### src/rtl/topk_merger.sv
module topk_merger #(
  parameter int KW = 16,
  parameter int K  = 8
) (
  input  logic          clk,
  input  logic          rst_n,
  input  logic          in_valid,
  input  logic [KW-1:0] in_key,
  output logic          out_valid,
  output logic [KW-1:0] out_key,
  output logic          out_last
);
  localparam int HALF = K / 2;
  localparam int AW   = $clog2(K);
  localparam int CAW  = $clog2(HALF);
  localparam logic [AW-1:0] LASTI = AW'(K - 1);
  localparam logic [AW:0]   KCNT  = (AW + 1)'(K);
  localparam logic [CAW:0]  CFULL = (CAW + 1)'(HALF);

  logic [KW-1:0] rmem [2][K];
  logic [AW-1:0] rhd [2];
  logic [AW-1:0] rtl [2];
  logic [AW:0]   rcnt [2];

  logic [KW-1:0] cmem [HALF];
  logic [CAW-1:0] chd, ctl;
  logic [CAW:0]   ccnt;

  logic          sel, first;
  logic [AW-1:0] idx;

  wire          run_end = in_valid && (idx == LASTI);
  wire          c_has   = (ccnt != '0);
  wire [KW-1:0] c_key   = c_has ? cmem[chd] : in_key;
  wire [KW-1:0] r_key   = rmem[sel][rhd[sel]];
  wire          take_c  = c_key < r_key;
  wire [KW-1:0] win     = first ? in_key : (take_c ? c_key : r_key);
  wire          dst     = first ? sel : !sel;
  wire          merging = in_valid && !first;
  wire          c_pop   = merging && take_c && c_has;
  wire          c_push  = merging && !(take_c && !c_has) && (ccnt != CFULL) && !run_end;
  wire          c_clear = merging && run_end;

  always_ff @(posedge clk) begin
    if (in_valid) rmem[dst][rtl[dst]] <= win;
    if (c_push) cmem[ctl] <= in_key;
  end

  always_ff @(posedge clk or negedge rst_n) begin
    if (!rst_n) begin
      for (int f = 0; f < 2; f++) begin
        rhd[f]  <= '0;
        rtl[f]  <= '0;
        rcnt[f] <= '0;
      end
    end else if (in_valid) begin
      for (int f = 0; f < 2; f++) begin
        if (dst == 1'(f)) begin
          rtl[f]  <= rtl[f] + 1'b1;
          rcnt[f] <= rcnt[f] + 1'b1;
        end else if (!first && sel == 1'(f)) begin
          if (take_c) rtl[f] <= rtl[f] - 1'b1;
          else        rhd[f] <= rhd[f] + 1'b1;
          rcnt[f] <= rcnt[f] - 1'b1;
        end
      end
    end
  end

  always_ff @(posedge clk or negedge rst_n) begin
    if (!rst_n) begin
      chd  <= '0;
      ctl  <= '0;
      ccnt <= '0;
    end else if (c_clear) begin
      chd  <= '0;
      ctl  <= '0;
      ccnt <= '0;
    end else begin
      if (c_push) ctl <= ctl + 1'b1;
      if (c_pop)  chd <= chd + 1'b1;
      ccnt <= ccnt + (CAW + 1)'(c_push) - (CAW + 1)'(c_pop);
    end
  end

  always_ff @(posedge clk or negedge rst_n) begin
    if (!rst_n) begin
      idx       <= '0;
      first     <= 1'b1;
      sel       <= 1'b0;
      out_valid <= 1'b0;
      out_last  <= 1'b0;
      out_key   <= '0;
    end else begin
      out_valid <= in_valid;
      out_last  <= run_end;
      if (in_valid) begin
        out_key <= win;
        idx     <= idx + 1'b1;
      end
      if (run_end) begin
        if (first) first <= 1'b0;
        else       sel   <= !sel;
      end
    end
  end

  logic          chk_live;
  logic [KW-1:0] chk_prev;
  always_ff @(posedge clk or negedge rst_n) begin
    if (!rst_n) begin
      chk_live <= 1'b0;
      chk_prev <= '0;
    end else if (out_valid) begin
      chk_live <= !out_last;
      chk_prev <= out_key;
    end
  end

  a_r2_output_follows: assert property (@(posedge clk) disable iff (!rst_n)
    in_valid |=> out_valid);
  a_r2_no_spurious: assert property (@(posedge clk) disable iff (!rst_n)
    !in_valid |=> !out_valid);
  a_r5_last_on_kth: assert property (@(posedge clk) disable iff (!rst_n)
    run_end |=> out_last);
  a_r5_last_only_kth: assert property (@(posedge clk) disable iff (!rst_n)
    !run_end |=> !out_last);
  a_r8_buffer_bound: assert property (@(posedge clk) disable iff (!rst_n)
    ccnt <= CFULL);
  a_r8_cleared_after_run: assert property (@(posedge clk) disable iff (!rst_n)
    out_last |-> ccnt == '0);
  a_r4_survivors_full: assert property (@(posedge clk) disable iff (!rst_n)
    out_last |-> rcnt[sel] == KCNT);
  a_r4_source_nonempty: assert property (@(posedge clk) disable iff (!rst_n)
    merging |-> rcnt[sel] != '0);
  a_r4_ascending: assert property (@(posedge clk) disable iff (!rst_n)
    (out_valid && chk_live) |-> out_key >= chk_prev);
endmodule

### config.mk
export PLATFORM = sky130hd
export DESIGN_NAME = topk_merger
export DESIGN_NICKNAME = d
export VERILOG_FILES = /design/src/rtl/topk_merger.sv
export SDC_FILE = /design/constraint.sdc
export NUM_CORES = 1
export LEC_CHECK = 0
export BUFFER_PORTS_ARGS = -buffer_cell sky130_fd_sc_hd__buf_2
export CORE_ASPECT_RATIO = 0.6
export CORE_MARGIN = 2
export CORE_UTILIZATION = 60
export CTS_CLUSTER_DIAMETER = 120
export DETAILED_ROUTE_END_ITERATION = 8
export PLACE_DENSITY = 0.73
export SETUP_SLACK_MARGIN = 0.3
export SYNTH_ARGS = -nofsm -noshare
export SYNTH_HDL_FRONTEND = slang
export SYNTH_SLANG_ARGS = --single-unit
### constraint.sdc
create_clock -name clk -period 10.8 [get_ports clk]
set_clock_uncertainty 0.15 [all_clocks]
set_input_delay 0.54 -clock clk [delete_from_list [all_inputs] [get_ports clk]]
set_output_delay 0.54 -clock clk [all_outputs]
set_load 0.005 [all_outputs]
==> results.yml <==
clock_network:
  clk_latency_ps: 590
  cts_inserted_buffers: 30
  clock_path_buffers: 3
  post-cts-setup-buffer-count: 0
  ctsResizeCount: 0
  root_buffer: "clkbuf_16"
  cts.sinks: 362
  cts_max_level: 1
  cts_tree: "done"
  ctsHoldBuffers: 0
  path_clk_slew_ps: 70
setup_path:
  worstSetupPathType: "reg -> reg"
  cp-start-kind: "flip-flop"
  critPathRequiredTime_ps: 11070
  rrSetupSlack_ps: 3860
  timing.rr.end: "ccnt[2]$_DFF_PN0_"
  startpoint: "rhd[3]$_DFFE_PN0P_"
  critPathArrivalTime_ps: 7210
  reg2reg_depth: 21
  r2r_start: "rhd[3]$_DFFE_PN0P_"
  cp_max_fo: 48
  end_kind: "flip-flop"
placed_design:
  dp_hpwl_um: 22000
  place.gp.congestion: 0.880
  io_buffer_count: 36
  pre_cts_ws_ps: 4040
floorplan:
  die_h_um: 128
  design.core.area_um2: 25200
  die-area_um2: 26900
  start_util_pct: 60.8
  fp-row-count: 45
  die_w_um: 210
  ios: 37
sta:
  final.setup.tns_ps: 0
  setup_viol: 0
  rsz0062_at_grt: "no"
  fmax_mhz: 144
  fin_crit_sh_pct: 64.3
  hold_viol_final: 3
  fin_hold_ws_ps: -0.363
  period_needed_ps: 6940
  slew_violations: 0
  worst_slew_pin_slew_ps: 1350
  layout_setup_ws_ps: 3860
  timing.slew.headroom_pct: 9.59
synth:
  syn_inst: 1037
  yosysSeqAreaShare_pct: 69.6
  ys_ff_latch: 362
  synth_flop_cell: "edfxtp_1"
  yosys_warnings: 0
  synthDistinctLibCells: 69
  avgSynthCellArea_um2: 14.8
  synth_nets: 1088
  async_reset_ff_share_pct: 11.6
  syn-cell-area_um2: 15300
  synth_edf_count: 320
route:
  routed_wirelength_um: 34000
  ant_nets: 0
  drtIter0Drc: 1168
  drc: 0
  avgViaCountPerCell: 6.42
  firstDrtPassIters: 6
  wl_per_cell_um: 23.7
  dr_total_vias: 9210
outcome:
  violations: "negative hold slack"
  status: "finished, violations left"
grt:
  gr-total-overflow: 0
  grt_pass1_vias: 8669
  antenna_found_initial: 0
  grt.total_usage_pct: 26.2
  grt_pass1_wl_um: 52400
  grt_max_degree: 49
finish:
  nets: 1132
  n_antenna_cell: 0
  area_growth_pct: 10.3
  drive_above_1_share_pct: 14.2
  multiInputGateArea_um2: 4440
  seq_area_um2: 10700
  fill_cells: 1732
hold_path:
  hold_class: "in -> async"
flow_run:
  drv_cap: 0
[flip-flops by register name, indices dropped and copies added, names as in the netlist]
name / flops
rtl: 6
chd: 2
out_last: 1
rmem: 256
out_key: 16
cmem: 64
rhd: 6
sel: 1
idx: 3
ctl: 2
first: 1
out_valid: 1
ccnt: 3
[through the flow]
stage | area [um^2] | utilization (%) | hold WS, ps | std cells
after floorplan | 15300 | - | 94.4 | 1037
after global placement | 16000 | 63.4 | 311 | 1378
after detailed placement | 16000 | 63.4 | 315 | 1378
after CTS | 16900 | 67.1 | 13.7 | 1434
after global routing | 16900 | 67.1 | 53.7 | 1434
final | 16900 | 67.1 | -0.363 | 1434
[layer usage]
layer	wire (um)	track usage (%)	vias up	part of all wire, %
met3	3570	6.20	50	11
li1	-	-	4077	-
met1	15100	41.1	4594	44
met5	0	0	-	0
met2	14700	37.8	489	43
met4	552	5.01	0	1.6
[layout by cell type, fill, tap and decap left out, drive strengths merged, types with 29 or more instances in the layout]
cell type | Yosys | final
a21oi | 46 | 46
buf | 20 | 64
clkbuf | 32 | 37
dfrtp | 41 | 41
edfxtp | 320 | 320
ha | 29 | 29
mux2i | 71 | 71
nand2 | 138 | 138
nand3 | 31 | 31
nor2 | 45 | 45
[how the worst max path moves through the flow]
stage / endpoint / slack, ps
after floorplan: ccnt[2]$_DFF_PN0_ / 5440
after global placement: ccnt[2]$_DFF_PN0_ / 4210
after detailed placement: ccnt[2]$_DFF_PN0_ / 4040
after CTS: ccnt[2]$_DFF_PN0_ / 3970
after global routing: ccnt[2]$_DFF_PN0_ / 3330
final: ccnt[2]$_DFF_PN0_ / 3860
[worst max-delay path, cell delays in order, from the launching register on]
cell and delay, ps:
dfrtp_2 340, buf_4 600, mux2_2 940, nor2_1 90, nor2_1 130, o22ai_1 80
a211o_1 360, ha_1 360, nand4_1 210, a2111oi_1 1180, o31ai_4 350, and2_1 270
o21ai_1 280, nand2_1 100, ha_1 290, inv_1 60, ha_1 140, inv_1 50
fa_1 380, xor2_1 170, xnor2_1 140, a21oi_1 60
[final cells by class]
class                      instances  share of cell area [%]
timing repair buffer              64                    2.31
tap                              329                    2.44
multi-input combinational        610                    26.3
inverter                          13                   0.289
clock inverter                    19                   0.977
sequential                       362                    63.1
clock buffer                      37                    4.60
[Yosys cell counts (all sizes together) (3+ instances only)]
cell type	number	area, um^2
o21ai	25	125
o2bb2ai	16	140
nor2b	6	37.5
mux2i	71	711
a22o	11	96.3
dfrtp	41	1030
nand4	18	113
nor2	45	169
a22oi	6	45.0
clkbuf	32	120
mux2	16	184
fa	3	60.1
and3	7	48.8
nand2	138	521
a31oi	15	109
nor3	4	25.0
nand3	31	160
a221oi	10	87.6
buf	20	98.8
inv	12	45.0
xor2	8	70.1
and2	15	93.8
nor3b	4	46.3
ha	29	363
nand3b	3	22.5
o22a	15	131
a21oi	46	234
nand2b	3	18.8
mux4	16	360
edfxtp	320	9610
xnor2	4	35.0
a211oi	16	120
[cells by family after synthesis]
logic type	synth area share, %
buffers and inverters	1.75
adder cells (fa/ha/maj)	2.76
AND/OR/NAND/NOR	8.56
XOR/XNOR	0.686
AO/OA/AOI/OAI	8.42
multiplexers	8.20
flip-flops	69.6
Power is left out: the tool's default activity adds up to more than one toggle a clock period on the data nets, which glitch-free logic cannot reach.
